## config.mk

```make
export PLATFORM = sky130hd
export DESIGN_NAME = pcihb_decode
export DESIGN_NICKNAME = d
export VERILOG_FILES = /design/src/rtl/pcihb_pkg.sv /design/src/rtl/pcihb_addr_map.sv /design/src/rtl/pcihb_irq_swizzle.sv /design/src/rtl/pcihb_xact.sv /design/src/rtl/pcihb_decode.sv
export SDC_FILE = /design/constraint.sdc
export NUM_CORES = 1
export LEC_CHECK = 0
export BUFFER_PORTS_ARGS = -buffer_cell sky130_fd_sc_hd__buf_2
export CORE_MARGIN = 4
export CORE_UTILIZATION = 53
export DETAILED_ROUTE_END_ITERATION = 10
export HOLD_SLACK_MARGIN = 0.1
export PLACE_DENSITY = 0.9
export SETUP_SLACK_MARGIN = 0.3
export SLEW_MARGIN = 20
export SYNTH_ARGS = -nofsm -noshare
export SYNTH_HDL_FRONTEND = slang
export SYNTH_SLANG_ARGS = --single-unit
```

## constraint.sdc

```tcl
create_clock -name clk -period 3.5 [get_ports clk]
set_input_delay 0.35 -clock clk [delete_from_list [all_inputs] [get_ports clk]]
set_output_delay 0.35 -clock clk [all_outputs]
set_load 0.005 [all_outputs]
```

## src/rtl/pcihb_pkg.sv

```systemverilog
package pcihb_pkg;

  typedef enum logic [2:0] {
    RG_NONE = 3'd0,
    RG_WIN  = 3'd1,
    RG_IACK = 3'd2,
    RG_IDX  = 3'd3,
    RG_DATA = 3'd4
  } region_e;

  typedef enum logic [1:0] {
    ST_IDLE = 2'd0,
    ST_CFG  = 2'd1,
    ST_WAIT = 2'd2,
    ST_RESP = 2'd3
  } xact_st_e;

  function automatic logic [31:0] size_mask(input logic [1:0] sz);
    case (sz)
      2'd0:    return 32'h0000_00FF;
      2'd1:    return 32'h0000_FFFF;
      default: return 32'hFFFF_FFFF;
    endcase
  endfunction

  // reverse byte order inside the access width
  function automatic logic [31:0] swap_in_size(input logic [31:0] d, input logic [1:0] sz);
    case (sz)
      2'd0:    return {24'h0, d[7:0]};
      2'd1:    return {16'h0, d[7:0], d[15:8]};
      default: return {d[7:0], d[15:8], d[23:16], d[31:24]};
    endcase
  endfunction

  function automatic logic [3:0] lane_be(input logic [1:0] off, input logic [1:0] sz);
    case (sz)
      2'd0:    return 4'b0001 << off;
      2'd1:    return 4'b0011 << off;
      default: return 4'b1111;
    endcase
  endfunction

  function automatic logic misaligned(input logic [1:0] off, input logic [1:0] sz);
    return (sz == 2'd1 && off[0]) || (sz == 2'd2 && off != 2'd0) || (sz == 2'd3);
  endfunction

  function automatic logic [31:0] lane_put(input logic [31:0] d, input logic [1:0] off,
                                           input logic [1:0] sz, input logic sw);
    logic [31:0] t;
    t = d & size_mask(sz);
    if (sw) t = swap_in_size(t, sz);
    return t << {off, 3'b000};
  endfunction

  function automatic logic [31:0] lane_get(input logic [31:0] d, input logic [1:0] off,
                                           input logic [1:0] sz, input logic sw);
    logic [31:0] t;
    t = (d >> {off, 3'b000}) & size_mask(sz);
    if (sw) t = swap_in_size(t, sz);
    return t;
  endfunction

endpackage

```

## src/rtl/pcihb_addr_map.sv

```systemverilog
module pcihb_addr_map
  import pcihb_pkg::*;
#(
  parameter logic [31:0] WIN_BASE    = 32'h8080_0000,
  parameter int          WIN_LOG2    = 22,
  parameter int          SEL_LO      = 11,
  parameter int          SEL_N       = 11,
  parameter int          DEV_FIELD_W = 5,
  parameter logic [31:0] IACK_ADDR   = 32'hBFFF_FFF0,
  parameter logic [31:0] IDX_PORT    = 32'h0000_0CF8,
  parameter logic [31:0] DATA_PORT   = 32'h0000_0CFC
) (
  input  logic        is_io,
  input  logic [31:0] addr,
  output region_e     region,
  output logic [31:0] win_cfg_addr
);

  localparam int FIELD_HI = SEL_LO + DEV_FIELD_W;

  logic [DEV_FIELD_W-1:0] dev_num;

  // lowest set select bit wins; none set gives SEL_N
  always_comb begin
    dev_num = DEV_FIELD_W'(SEL_N);
    for (int i = SEL_N - 1; i >= 0; i--) begin
      if (addr[SEL_LO + i]) dev_num = DEV_FIELD_W'(i);
    end
  end

  always_comb begin
    win_cfg_addr = '0;
    win_cfg_addr[SEL_LO-1:0] = addr[SEL_LO-1:0];
    win_cfg_addr[FIELD_HI-1:SEL_LO] = dev_num;
  end

  always_comb begin
    if (!is_io && addr[31:WIN_LOG2] == WIN_BASE[31:WIN_LOG2])
      region = RG_WIN;
    else if (!is_io && addr == IACK_ADDR)
      region = RG_IACK;
    else if (is_io && addr[31:2] == IDX_PORT[31:2])
      region = RG_IDX;
    else if (is_io && addr[31:2] == DATA_PORT[31:2])
      region = RG_DATA;
    else
      region = RG_NONE;
  end

endmodule

```

## src/rtl/pcihb_irq_swizzle.sv

```systemverilog
module pcihb_irq_swizzle #(
  parameter int NUM_DEV    = 4,
  parameter int INT_PINS   = 4,
  parameter int NUM_IRQ    = 4,
  parameter int ROUTED_IRQ = 2
) (
  input  logic [NUM_DEV*INT_PINS-1:0] int_lvl,
  output logic [NUM_IRQ-1:0]          irq_out
);

  for (genvar k = 0; k < NUM_IRQ; k++) begin : g_out
    if (k < ROUTED_IRQ) begin : g_routed
      always_comb begin
        irq_out[k] = 1'b0;
        for (int d = 0; d < NUM_DEV; d++) begin
          for (int p = 0; p < INT_PINS; p++) begin
            if ((p + d) % ROUTED_IRQ == k) irq_out[k] = irq_out[k] | int_lvl[d*INT_PINS + p];
          end
        end
      end
    end else begin : g_unrouted
      assign irq_out[k] = 1'b0;
    end
  end

endmodule

```

## src/rtl/pcihb_xact.sv

```systemverilog
module pcihb_xact
  import pcihb_pkg::*;
(
  input  logic        clk,
  input  logic        rst_n,
  input  logic        req_valid,
  output logic        req_ready,
  input  logic        req_write,
  input  logic [1:0]  req_size,
  input  logic [1:0]  req_off,
  input  logic [31:0] req_wdata,
  input  region_e     region,
  input  logic [31:0] win_cfg_addr,
  input  logic [7:0]  iack_vector,
  output logic        rsp_valid,
  output logic [31:0] rsp_rdata,
  output logic        rsp_err,
  output logic        cfg_valid,
  input  logic        cfg_ready,
  output logic [31:0] cfg_addr,
  output logic [3:0]  cfg_be,
  output logic        cfg_write,
  output logic [31:0] cfg_wdata,
  input  logic        cfg_rvalid,
  input  logic [31:0] cfg_rdata,
  output logic        iack_strobe
);

  xact_st_e    st_q;
  logic [31:0] idx_q, caddr_q, cwd_q, rd_q;
  logic [3:0]  be_q;
  logic        cwr_q, swap_q, err_q, iack_q;
  logic [1:0]  off_q, size_q;

  logic        acc, n_fwd, n_err, n_idx_wr, n_iack, n_swap;
  logic [31:0] n_rd, n_caddr;

  always_comb begin
    acc      = req_valid && st_q == ST_IDLE;
    n_fwd    = 1'b0;
    n_err    = 1'b0;
    n_idx_wr = 1'b0;
    n_iack   = 1'b0;
    n_rd     = 32'hFFFF_FFFF;
    n_swap   = (region == RG_DATA);
    n_caddr  = (region == RG_DATA) ? {idx_q[31:2], req_off} : win_cfg_addr;
    case (region)
      RG_WIN, RG_DATA: begin
        if (misaligned(req_off, req_size)) n_err = 1'b1;
        else n_fwd = 1'b1;
      end
      RG_IACK: begin
        if (req_size != 2'd0) n_err = 1'b1;
        else if (!req_write) begin
          n_rd   = {24'h0, iack_vector};
          n_iack = 1'b1;
        end
      end
      RG_IDX: begin
        if (req_size != 2'd2 || req_off != 2'd0) n_err = 1'b1;
        else if (req_write) n_idx_wr = 1'b1;
        else n_rd = swap_in_size(idx_q, 2'd2);
      end
      default: ;
    endcase
  end

  always_ff @(posedge clk) begin
    if (!rst_n) begin
      st_q    <= ST_IDLE;
      idx_q   <= '0;
      caddr_q <= '0;
      cwd_q   <= '0;
      rd_q    <= '0;
      be_q    <= '0;
      cwr_q   <= 1'b0;
      swap_q  <= 1'b0;
      err_q   <= 1'b0;
      iack_q  <= 1'b0;
      off_q   <= '0;
      size_q  <= '0;
    end else begin
      iack_q <= acc && n_iack;
      case (st_q)
        ST_IDLE: if (acc) begin
          caddr_q <= n_caddr;
          be_q    <= lane_be(req_off, req_size);
          cwd_q   <= lane_put(req_wdata, req_off, req_size, n_swap);
          cwr_q   <= req_write;
          swap_q  <= n_swap;
          off_q   <= req_off;
          size_q  <= req_size;
          rd_q    <= n_rd;
          err_q   <= n_err;
          if (n_idx_wr) idx_q <= swap_in_size(req_wdata, 2'd2);
          st_q    <= n_fwd ? ST_CFG : ST_RESP;
        end
        ST_CFG: if (cfg_ready) st_q <= cwr_q ? ST_RESP : ST_WAIT;
        ST_WAIT: if (cfg_rvalid) begin
          rd_q <= lane_get(cfg_rdata, off_q, size_q, swap_q);
          st_q <= ST_RESP;
        end
        default: st_q <= ST_IDLE;
      endcase
    end
  end

  assign req_ready   = (st_q == ST_IDLE);
  assign cfg_valid   = (st_q == ST_CFG);
  assign rsp_valid   = (st_q == ST_RESP);
  assign cfg_addr    = caddr_q;
  assign cfg_be      = be_q;
  assign cfg_write   = cwr_q;
  assign cfg_wdata   = cwd_q;
  assign rsp_rdata   = rd_q;
  assign rsp_err     = err_q;
  assign iack_strobe = iack_q;

  AST_CFG_HOLD: assert property (@(posedge clk) disable iff (!rst_n)
    cfg_valid && !cfg_ready |=> cfg_valid && $stable(cfg_addr) && $stable(cfg_wdata) && $stable(cfg_be));
  AST_RSP_PULSE: assert property (@(posedge clk) disable iff (!rst_n)
    rsp_valid |=> !rsp_valid);
  AST_IACK_RSP: assert property (@(posedge clk) disable iff (!rst_n)
    iack_strobe |-> rsp_valid && !rsp_err);
  AST_BE_NONZERO: assert property (@(posedge clk) disable iff (!rst_n)
    cfg_valid |-> cfg_be != 4'b0000);
  AST_ERR_NO_FWD: assert property (@(posedge clk) disable iff (!rst_n)
    rsp_valid && rsp_err |-> !$past(cfg_valid));

endmodule

```

## src/rtl/pcihb_decode.sv

```systemverilog
module pcihb_decode
  import pcihb_pkg::*;
#(
  parameter logic [31:0] WIN_BASE   = 32'h8080_0000,
  parameter int          WIN_LOG2   = 22,
  parameter int          SEL_LO     = 11,
  parameter int          SEL_N      = 11,
  parameter logic [31:0] IACK_ADDR  = 32'hBFFF_FFF0,
  parameter logic [31:0] IDX_PORT   = 32'h0000_0CF8,
  parameter logic [31:0] DATA_PORT  = 32'h0000_0CFC,
  parameter int          NUM_DEV    = 4,
  parameter int          INT_PINS   = 4,
  parameter int          NUM_IRQ    = 4,
  parameter int          ROUTED_IRQ = 2
) (
  input  logic                        clk,
  input  logic                        rst_n,
  input  logic                        cpu_req_valid,
  output logic                        cpu_req_ready,
  input  logic                        cpu_req_io,
  input  logic [31:0]                 cpu_req_addr,
  input  logic [1:0]                  cpu_req_size,
  input  logic                        cpu_req_write,
  input  logic [31:0]                 cpu_req_wdata,
  output logic                        cpu_rsp_valid,
  output logic [31:0]                 cpu_rsp_rdata,
  output logic                        cpu_rsp_err,
  output logic                        cfg_req_valid,
  input  logic                        cfg_req_ready,
  output logic [31:0]                 cfg_req_addr,
  output logic [3:0]                  cfg_req_be,
  output logic                        cfg_req_write,
  output logic [31:0]                 cfg_req_wdata,
  input  logic                        cfg_rsp_valid,
  input  logic [31:0]                 cfg_rsp_rdata,
  input  logic [7:0]                  iack_vector,
  output logic                        iack_strobe,
  input  logic [NUM_DEV*INT_PINS-1:0] int_lvl,
  output logic [NUM_IRQ-1:0]          irq_out
);

  localparam int DEV_FIELD_W = $clog2(SEL_N + 1) + 1;

  region_e     region;
  logic [31:0] win_cfg_addr;

  pcihb_addr_map #(
    .WIN_BASE(WIN_BASE), .WIN_LOG2(WIN_LOG2), .SEL_LO(SEL_LO), .SEL_N(SEL_N),
    .DEV_FIELD_W(DEV_FIELD_W), .IACK_ADDR(IACK_ADDR), .IDX_PORT(IDX_PORT),
    .DATA_PORT(DATA_PORT)
  ) u_map (
    .is_io(cpu_req_io), .addr(cpu_req_addr), .region(region), .win_cfg_addr(win_cfg_addr)
  );

  pcihb_xact u_xact (
    .clk(clk), .rst_n(rst_n),
    .req_valid(cpu_req_valid), .req_ready(cpu_req_ready), .req_write(cpu_req_write),
    .req_size(cpu_req_size), .req_off(cpu_req_addr[1:0]), .req_wdata(cpu_req_wdata),
    .region(region), .win_cfg_addr(win_cfg_addr), .iack_vector(iack_vector),
    .rsp_valid(cpu_rsp_valid), .rsp_rdata(cpu_rsp_rdata), .rsp_err(cpu_rsp_err),
    .cfg_valid(cfg_req_valid), .cfg_ready(cfg_req_ready), .cfg_addr(cfg_req_addr),
    .cfg_be(cfg_req_be), .cfg_write(cfg_req_write), .cfg_wdata(cfg_req_wdata),
    .cfg_rvalid(cfg_rsp_valid), .cfg_rdata(cfg_rsp_rdata), .iack_strobe(iack_strobe)
  );

  pcihb_irq_swizzle #(
    .NUM_DEV(NUM_DEV), .INT_PINS(INT_PINS), .NUM_IRQ(NUM_IRQ), .ROUTED_IRQ(ROUTED_IRQ)
  ) u_irq (
    .int_lvl(int_lvl), .irq_out(irq_out)
  );

endmodule

```

# [Word level (Yosys, flattened, before mapping)]
# Index checks and enable logic that the tools add are counted.
# W data, S select, Z words.
[op_classes] n_eq_ne=19 bitwise_logic=16 mux=58 reduce_logical=23 shifts=4
[ops] cell="$mux W32" n=18
[ops] cell="$pmux W32 S2" n=6
[ops] cell="$and A32 B32 Y32" n=2
[ops] cell="$eq A30 B10 Y1 const B" n=2
[ops] cell="$eq A32 B32 Y1 const B" n=1
[ops] cell="$mux W4" n=8
[ops] cell="$shl A32 B5 Y32" n=1
[ops] cell="$shr A32 B5 Y32" n=1
[ops] cell="$or A1 B1 Y1" n=14
[ops] cell="$mux W1" n=13
[ops] cell="$mux W2" n=6
[ops] cell="$mux W3" n=4
[ops] cell="$eq A10 B10 Y1 const B" n=1
[ops] cell="$reduce_and A3 Y1" n=3
[ops] cell="$eq A2 B2 Y1 const B" n=4
[ops] cell="$logic_and A1 B1 Y1" n=8
[ops] cell="$pmux W4 S2" n=1
[ops] cell="$eq A2 B1 Y1 const B" n=3
[ops] cell="$eq A3 B2 Y1 const B" n=2
[ops] cell="$logic_not A2 Y1" n=3
[ops] cell="$pmux W2 S3" n=1
[ops] cell="$reduce_bool A2 Y1" n=3
[ops] cell="$ne A2 B1 Y1 const B" n=2
[ops] cell="$ne A2 B2 Y1 const B" n=2
[ops] cell="9 further kinds" n=11
[word_totals] ff_bits=142

# [Logic depth before layout (Yosys ltp)]
# Gate-level depths: netlist of run 1.
[depth] ltp_word=12 ltp_mapped=10

# [By module]
# From an unflattened synthesis of run 1, not the netlist that was laid out.
[hier_totals] cells_unflattened=1091 area_unflattened_um2=8438.1
[modules_own_cells] module="pcihb_xact" seq_area_each_um2=2842.7 cells_per_inst=1011 n_inst=1 area_per_inst_um2=7875.1
[modules_own_cells] module="pcihb_addr_map" seq_area_each_um2=0.0 cells_per_inst=71 n_inst=1 area_per_inst_um2=511.7
[modules_own_cells] module="pcihb_irq_swizzle" seq_area_each_um2=0.0 cells_per_inst=9 n_inst=1 area_per_inst_um2=51.3

# [Worst setup path after synthesis of run 1]
# No wires, ideal clock.
[synth_path] path_type="input port to flip-flop" startpoint="input cpu_req_addr[27]" endpoint="register u_xact.cwd_q[24] (netlist: u_xact.cfg_wdata[24])" path_buffers=2 arrival_ns=2.260 slack_ns=1.105 setup_ns=0.135 stages=8 t_required_ns=3.365 cell_sequence="or4_4 or4_1 buf_2 nor2_4 buf_6 o2111ai_1 mux2i_1 o221ai_1"
[synth_via] elab_chain_cells=12 word_cells_on_any_way=18 cone_classes="eq/ne: 5; shift: 1; mux: 8; reduce/logical: 4"
[synth_lines] item="start: declaration" line_no="pcihb_decode.sv:21" source="input logic [31:0] cpu_req_addr,"
[synth_lines] item="$eq A30 B10 Y1" line_no="pcihb_addr_map.sv:44" source="else if (is_io && addr[31:2] == DATA_PORT[31:2])"
[synth_lines] item="$logic_and A1 B1 Y1" line_no="pcihb_addr_map.sv:44"
[synth_lines] item="$mux W3" line_no="pcihb_addr_map.sv:44"
[synth_lines] item="$mux W3" line_no="pcihb_addr_map.sv:42" source="else if (is_io && addr[31:2] == IDX_PORT[31:2])"
[synth_lines] item="$mux W3" line_no="pcihb_addr_map.sv:40" source="else if (!is_io && addr == IACK_ADDR)"
[synth_lines] item="$mux W3 (*)" line_no="pcihb_addr_map.sv:38" source="if (!is_io && addr[31:WIN_LOG2] == WIN_BASE[31:WIN_LOG2])"
[synth_lines] item="$eq A3 B3 Y1 (*)" line_no="pcihb_xact.sv:45" source="n_swap = (region == RG_DATA);"
[synth_lines] item="$mux W32 (*)" line_no="pcihb_pkg.sv:51" source="if (sw) t = swap_in_size(t, sz);"
[synth_lines] item="$mux W32 (*)" line_no="pcihb_xact.sv:85" source="ST_IDLE: if (acc) begin"
[synth_lines] item="$mux W32 (*)" line_no="pcihb_xact.sv:84" source="case (st_q)"
[synth_lines] item="$mux W32 (*)" line_no="pcihb_xact.sv:69" source="if (!rst_n) begin"
[synth_lines] item="$shl A32 B5 Y32 (*)" line_no="pcihb_pkg.sv:52" source="return t << {off, 3'b000};"
[synth_lines] item="end signal: assignment" line_no="pcihb_xact.sv:88" source="cwd_q <= lane_put(req_wdata, req_off, req_size, n_swap);"
[synth_lines] item="end: declaration" line_no="pcihb_xact.sv:30" source="logic [31:0] idx_q, caddr_q, cwd_q, rd_q;"
# Every way passes the cells marked *; elsewhere a longest branch is shown, timed or not. The select of a mux whose other input is x is not followed.
# A chain may end at the register's enable or synchronous reset.

# [Worst setup path after layout of run 1]
[layout_path] startpoint="input cpu_req_addr[27]" endpoint="register u_xact.cwd_q[15] (netlist: u_xact.cfg_wdata[15])"
# Same word-level chain as after synthesis.

==> impl_metrics.json, run 1 <==
{
  "status": "finished clean",
  "syn_area_mm2": 0.008059,
  "hold_buffers": 0,
  "cts_made_buffers": 17,
  "antenna_found_initial": 2,
  "wl_mm": 31.32,
  "gp_congestion": 0.9899,
  "fin_crit_ps": 2561,
  "drt-vias-per-instance": 6.698,
  "insertion_delay_ps": 430,
  "tightest_slew_ps": 1046,
  "rows": 44,
  "synthXorXnorAreaFrac_pct": 0,
  "fill_cells": 1210,
  "dp_cells": 1394,
  "hold_start": "cpu_req_addr[11]",
  "required_ps": 3870,
  "p_total_mw": 5.989,
  "rsz0062_at_grt": "false",
  "grt_max_degree": 49,
  "start_util_pct": 54.83,
  "drv_slew": 0,
  "crit_path_start_kind": "input pin",
  "postRouteAntennaNets": 0,
  "grt_pass1_wl_mm": 48.67,
  "clock_skew_ps": 8.009,
  "nets": 1362,
  "synth-seq-cells": 140,
  "dr.pass1.iters": 6,
  "p_leak_nw": 4.103,
  "multi_input_area_mm2": 0.004801,
  "rrSetupSlack_ps": 970,
  "final-setup-viol-count": 0,
  "ys.flop_type": "dfxtp_1",
  "tritoncts": "yes",
  "yosys.area_share.simple_pct": 23.52,
  "drive_above_1_share_pct": 26.99,
  "synth_fa_ha_area_share_pct": 0.6210,
  "async_flop_share_pct": 0,
  "seqCellArea_mm2": 0.002803,
  "hold_viol_final": 0,
  "dp_hpwl_mm": 22.47,
  "clockBufferDepth": 2,
  "final_cells": 1426,
  "final_common_cell": "buf_2",
  "hold_depth": 2,
  "htreeDepth": 4,
  "fmax_ghz": 0.3905,
  "dr_total_vias": 9552,
  "worstHoldEndpoint": "u_xact.cfg_addr[11]",
  "syn_area_per_cell_um2": 7.771,
  "dieWidth_um": 131.3,
  "end_kind": "register",
  "worstSetupPathType": "input pin to register",
  "die_h_um": 131.3,
  "dieArea_mm2": 0.01724,
  "cts_root_buf": "clkbuf_16",
  "clock_sinks": 140,
  "irDropWorstVdd_v": 0.0004057,
  "synth-compound-area-share_pct": 28.72,
  "path_max_fanout": 9,
  "power_density_mw_per_mm2": 601.9,
  "ys_types": 67,
  "areaGrowthSynthToFinish_pct": 23.46,
  "grt_overflow": 0,
  "syn_inst": 1037,
  "clkTransAtPathRegs_ps": 60,
  "synth_top_family_by_area": "compound AO/OA/AOI/OAI gates",
  "muxShareOfSynthArea_pct": 6.428,
  "seq_area_frac_synth_pct": 34.78,
  "reg2reg_to": "u_xact.cfg_wdata[28]",
  "port_buffers": 236,
  "max_slew_margin_pct": 30.00,
  "wl_per_cell_um": 21.96,
  "finalCritPeriodShare_pct": 73.16,
  "cp.arrival_ps": 2930,
  "cts_resized": 0,
  "holdCritPathClass": "input pin to register",
  "setup_tns_ps": 0,
  "reg2reg_from": "u_xact.st_q[0]",
  "groute.usage.overall_pct": 34.53,
  "io_pins": 239,
  "drt_first_iter_violations": 1523,
  "max-cap-violations": 0,
  "post-cts-setup-buffers": 0,
  "reg2regPathDepth": 8,
  "layout_common_cells": "236 x buf_2, 155 x nand2_1, 140 x dfxtp_1",
  "yosys_warnings": 0,
  "core_region_area_mm2": 0.01470,
  "drc_errors": 0,
  "grt_pass1_vias": 8989,
  "synth_edf_count": 0
}
## cell families (layout without fill, tap and decap cells)
family / Yosys count / count (layout)
buf+inv: 112 / 315
flops: 140 / 140
other cells: 1 / 3
simple gates: 389 / 389
mux: 42 / 42
compound gates: 349 / 349
fa+ha+maj: 4 / 4
## critical path: stages
cell and delay [ps]:
buf_2 110, or4_4 570, nor4_4 560, a21oi_1 180, a2111oi_0 720, o21ai_0 320
nand2_1 110
## layer usage
layer  wire length [um]  vias to the layer above  global-route usage (%)
li1                   -                     4252                       -
met1              11690                     4366                   43.74
met2              13890                      766                   54.32
met3               4026                      166                   9.213
met4               1702                        2                   17.85
met5                 14                        -                       0
## per-stage QoR
step           instance area, um2  worst slack, ps  hold slack (ps)  utilization (%)
4_1_cts                      9941            987.4            181.1            67.63
6_report                     9950            939.2            191.0            67.69
3_5_place_dp                 9298            567.5            441.2            63.25
5_1_grt                      9950            821.7            198.0            67.69
3_3_place_gp                 9293            606.8            436.1            63.22
2_1_floorplan                8063             1105            432.2                -
## how the worst max path moves through the flow
stage	end	start	slack [ps]	cells after the start
after global placement	u_xact.cfg_wdata[27]	cpu_req_addr[27]	610	7
after detailed placement	u_xact.cfg_wdata[28]	cpu_req_addr[27]	570	7
after CTS	u_xact.cfg_wdata[24]	cpu_req_addr[27]	990	7
final	u_xact.cfg_wdata[15]	cpu_req_addr[27]	940	7
after global routing	u_xact.cfg_wdata[29]	cpu_req_addr[27]	820	7
after floorplan	u_xact.cfg_wdata[24]	cpu_req_addr[27]	1100	8
## report_power, final
group | total, mW | leakage [nW] | switching [mW] | internal (mW)
logic | 1.94 | 2.65 | 1.19 | 0.748
clock network | 1.97 | 0.311 | 0.706 | 1.26
registers | 2.08 | 1.14 | 0.198 | 1.88
total | 5.99 | 4.10 | 2.10 | 3.89
## sequential cells by signal, summed over array words and instances, names as in the netlist
signal	count
u_xact.rsp_err	1
u_xact.rsp_rdata	32
u_xact.cfg_wdata	32
u_xact.st_q	2
u_xact.cfg_addr	31
u_xact.cfg_write	1
u_xact.cfg_be	4
u_xact.idx_q	32
u_xact.off_q	1
u_xact.swap_q	1
u_xact.iack_strobe	1
u_xact.size_q	2
## synth_stat cells, drive strengths merged (9+ instances only)
cell type  count  share of area [%]
a31oi         12               0.93
inv           18               0.84
buf           25                1.8
dfxtp        140                 35
o211ai        17                1.6
mux2i         27                3.4
clkbuf        68                3.2
and3          11               0.85
nand4         28                2.3
nor4          18                1.9
a211oi         9               0.84
nand2        155                7.2
a22oi         15                1.4
a21oi        125                7.8
nand3         23                1.4
nor3          34                2.1
a2bb2oi       15                1.6
o21ai         55                3.4
o31ai         11                1.0
nor2          76                3.6
or3           17                1.3
a22o          28                3.0
## final cells by class
type | count | share of cell area, %
clock buffer | 21 | 4.829
clock inverter | 10 | 1.635
tap | 184 | 2.314
timing repair buffer | 265 | 14.06
sequential | 140 | 28.17
multi-input combinational | 786 | 48.25
inverter | 19 | 0.7168
antenna | 1 | 0.02515
(Power assumes the default switching activity.)
==> run 2: changes to the inputs <==
--- a/config.mk
+++ b/config.mk
@@ -7,10 +7,10 @@
 export LEC_CHECK = 0
 export BUFFER_PORTS_ARGS = -buffer_cell sky130_fd_sc_hd__buf_2
 export CORE_MARGIN = 4
-export CORE_UTILIZATION = 53
+export CORE_UTILIZATION = 47
 export DETAILED_ROUTE_END_ITERATION = 10
 export HOLD_SLACK_MARGIN = 0.1
-export PLACE_DENSITY = 0.9
+export PLACE_DENSITY = 0.85
 export SETUP_SLACK_MARGIN = 0.3
 export SLEW_MARGIN = 20
 export SYNTH_ARGS = -nofsm -noshare
==> constraint.sdc (replaced) <==
create_clock -name clk -period 2.1 [get_ports clk]
set_input_delay 0.21 -clock clk [delete_from_list [all_inputs] [get_ports clk]]
set_output_delay 0.21 -clock clk [all_outputs]
set_load 0.005 [all_outputs]
==> run 2 against run 1 <==
Effect of this change: register-to-register slack worse by 840 ps; non-clock buffer count is 129 higher; critical path type unchanged; utilization is 6.0 points higher.
==> impl_metrics.json, run 2 (synthesized netlist as in run 1, its figures left out) <==
{
  "status": "finished clean",
  "preCtsSetupSlack_ps": -435.7,
  "drc_errors": 0,
  "fin_crit_ps": 2077,
  "dp_cells": 1506,
  "p_clk_share_pct": 31.1,
  "path_max_fanout": 7,
  "wl_per_cell_um": 23.32,
  "combPwrFrac_pct": 37.1,
  "dieWidth_um": 138.9,
  "dr_total_vias": 10584,
  "hold_start": "cpu_req_wdata[0]",
  "final_cells": 1592,
  "drt_first_iter_violations": 1389,
  "cp_top_family": "simple AND/OR/NAND/NOR gates",
  "fmax_ghz": 0.4814,
  "switchingPower_mw": 3.834,
  "cp.arrival_ps": 2380,
  "start_util_pct": 48.25,
  "io_pins": 239,
  "p_leak_nw": 5.042,
  "setup_slack_ps": 22.54,
  "drv_slew": 0,
  "postRouteAntennaNets": 0,
  "rsz0062_at_grt": "true",
  "p_int_mw": 7.005,
  "p_sw_share_pct": 35.37,
  "end_kind": "register",
  "clock_skew_ps": 7.823,
  "grt_overflow": 0,
  "wl_mm": 37.12,
  "grt_pass1_wl_mm": 51.74,
  "antenna_found_initial": 1,
  "areaGrowthSynthToFinish_pct": 52.62,
  "worstSetupPathType": "input pin to register",
  "crit_top_cell": "or4_4",
  "insertion_delay_ps": 430,
  "clock_sinks": 140,
  "dp_hpwl_mm": 23.24,
  "gp_congestion": 1.021,
  "cts_made_buffers": 17,
  "seqPwrFrac_pct": 31.8,
  "htreeDepth": 4,
  "nets": 1492,
  "cts_root_buf": "clkbuf_16",
  "clockBufferDepth": 2,
  "port_buffers": 236,
  "max_slew_margin_pct": 33.16,
  "setup_tns_ps": 0,
  "groute.usage.overall_pct": 32.75,
  "utilization_pct": 73.64,
  "power_density_mw_per_mm2": 881.3,
  "crit_path_cell_trace": "buf_2 -> or4_4 -> buf_4 -> or2_4 -> or4_4 -> bufbuf_16 -> o211ai_1 -> a31oi_1",
  "fill_cells": 1062,
  "max_stage_delay_ps": 540,
  "final_common_cell": "buf_2",
  "crit_start": "cpu_req_addr[27]",
  "grt_pass1_vias": 9709,
  "finalCritPeriodShare_pct": 98.93,
  "drive_above_1_share_pct": 40.52,
  "holdCritPathClass": "input pin to register",
  "max-cap-violations": 0,
  "dr.pass1.iters": 6,
  "irDropWorstVdd_v": 0.0007273,
  "required_ps": 2400,
  "die_h_um": 138.9,
  "crit_path_start_kind": "input pin",
  "layout_common_cells": "226 x buf_2, 152 x nand2_1, 138 x dfxtp_1",
  "dieArea_mm2": 0.01931,
  "core_region_area_mm2": 0.01670,
  "tritoncts": "yes",
  "drt-vias-per-instance": 6.648,
  "tightest_slew_ps": 999.0,
  "final-setup-viol-count": 0,
  "reg2reg_from": "u_xact.st_q[1]",
  "worst-path-buf-inv": 3,
  "whs_ps": 106.3,
  "antenna_cells": 0,
  "crit_path_top_delay_cell": "or4_4",
  "clkTransAtPathRegs_ps": 60,
  "rows": 47,
  "hold_viol_final": 0,
  "grt_max_degree": 49
}
run 2: final timing paths:
kind	slack, ps	to	cells after the start
worst max-delay path	20	u_xact.rsp_rdata[2]	8
worst min register to register	450	u_xact.cfg_wdata[15]	2
worst min-delay path	110	u_xact.idx_q[24]	3
worst max register to register	130	u_xact.cfg_wdata[30]	8
run 2: stage by stage:
step                      power (mW)  area, um2
after global placement         6.691      10080
after CTS                      10.31      11420
after global routing           11.24      12300
after floorplan                5.335       8193
after detailed placement       6.763      10080
final                          10.84      12300
run 2: area by class of cell:
class	instances	area (um2)	share of cell area, %
well taps	220	275.3	2.238
repair buffers	394	2918	23.72
clock buffers	19	442.9	3.601
flip-flops and latches	140	2808	22.83
inverters	19	71.32	0.5799
multi-input cells	787	5569	45.28
clock inverters	13	215.2	1.750
run 2: tightest hold or removal path: stages:
cell,delay (ps)
buf_2,140
nand2_1,70
a21oi_1,60
run 2: power groups by stage:
stage                     logic (mW)  registers (mW)  clock network [mW]
after floorplan                 1.89            3.44                   0
after global placement          3.23            3.46                   0
after detailed placement        3.31            3.46                   0
after CTS                       3.53            3.41                3.37
after global routing            4.26            3.49                3.49
final                           4.02            3.45                3.37
run 2: timing repair:
action                     CTS  global route
pin swaps                   18            40
hold buffers                22             0
hold endpoints to repair    22             0
setup endpoints to repair  124           135
gates resized for setup     70           132
buffers inserted             7            14
gates cloned                 4             7
run 2: layer usage:
layer / share of wire [%] / track usage [%] / routed length, um
met5: 0.032 / 0 / 12
met4: 8.1 / 18.28 / 3006
met3: 13 / 8.000 / 4767
met2: 44 / 51.65 / 16340
met1: 35 / 41.14 / 13000
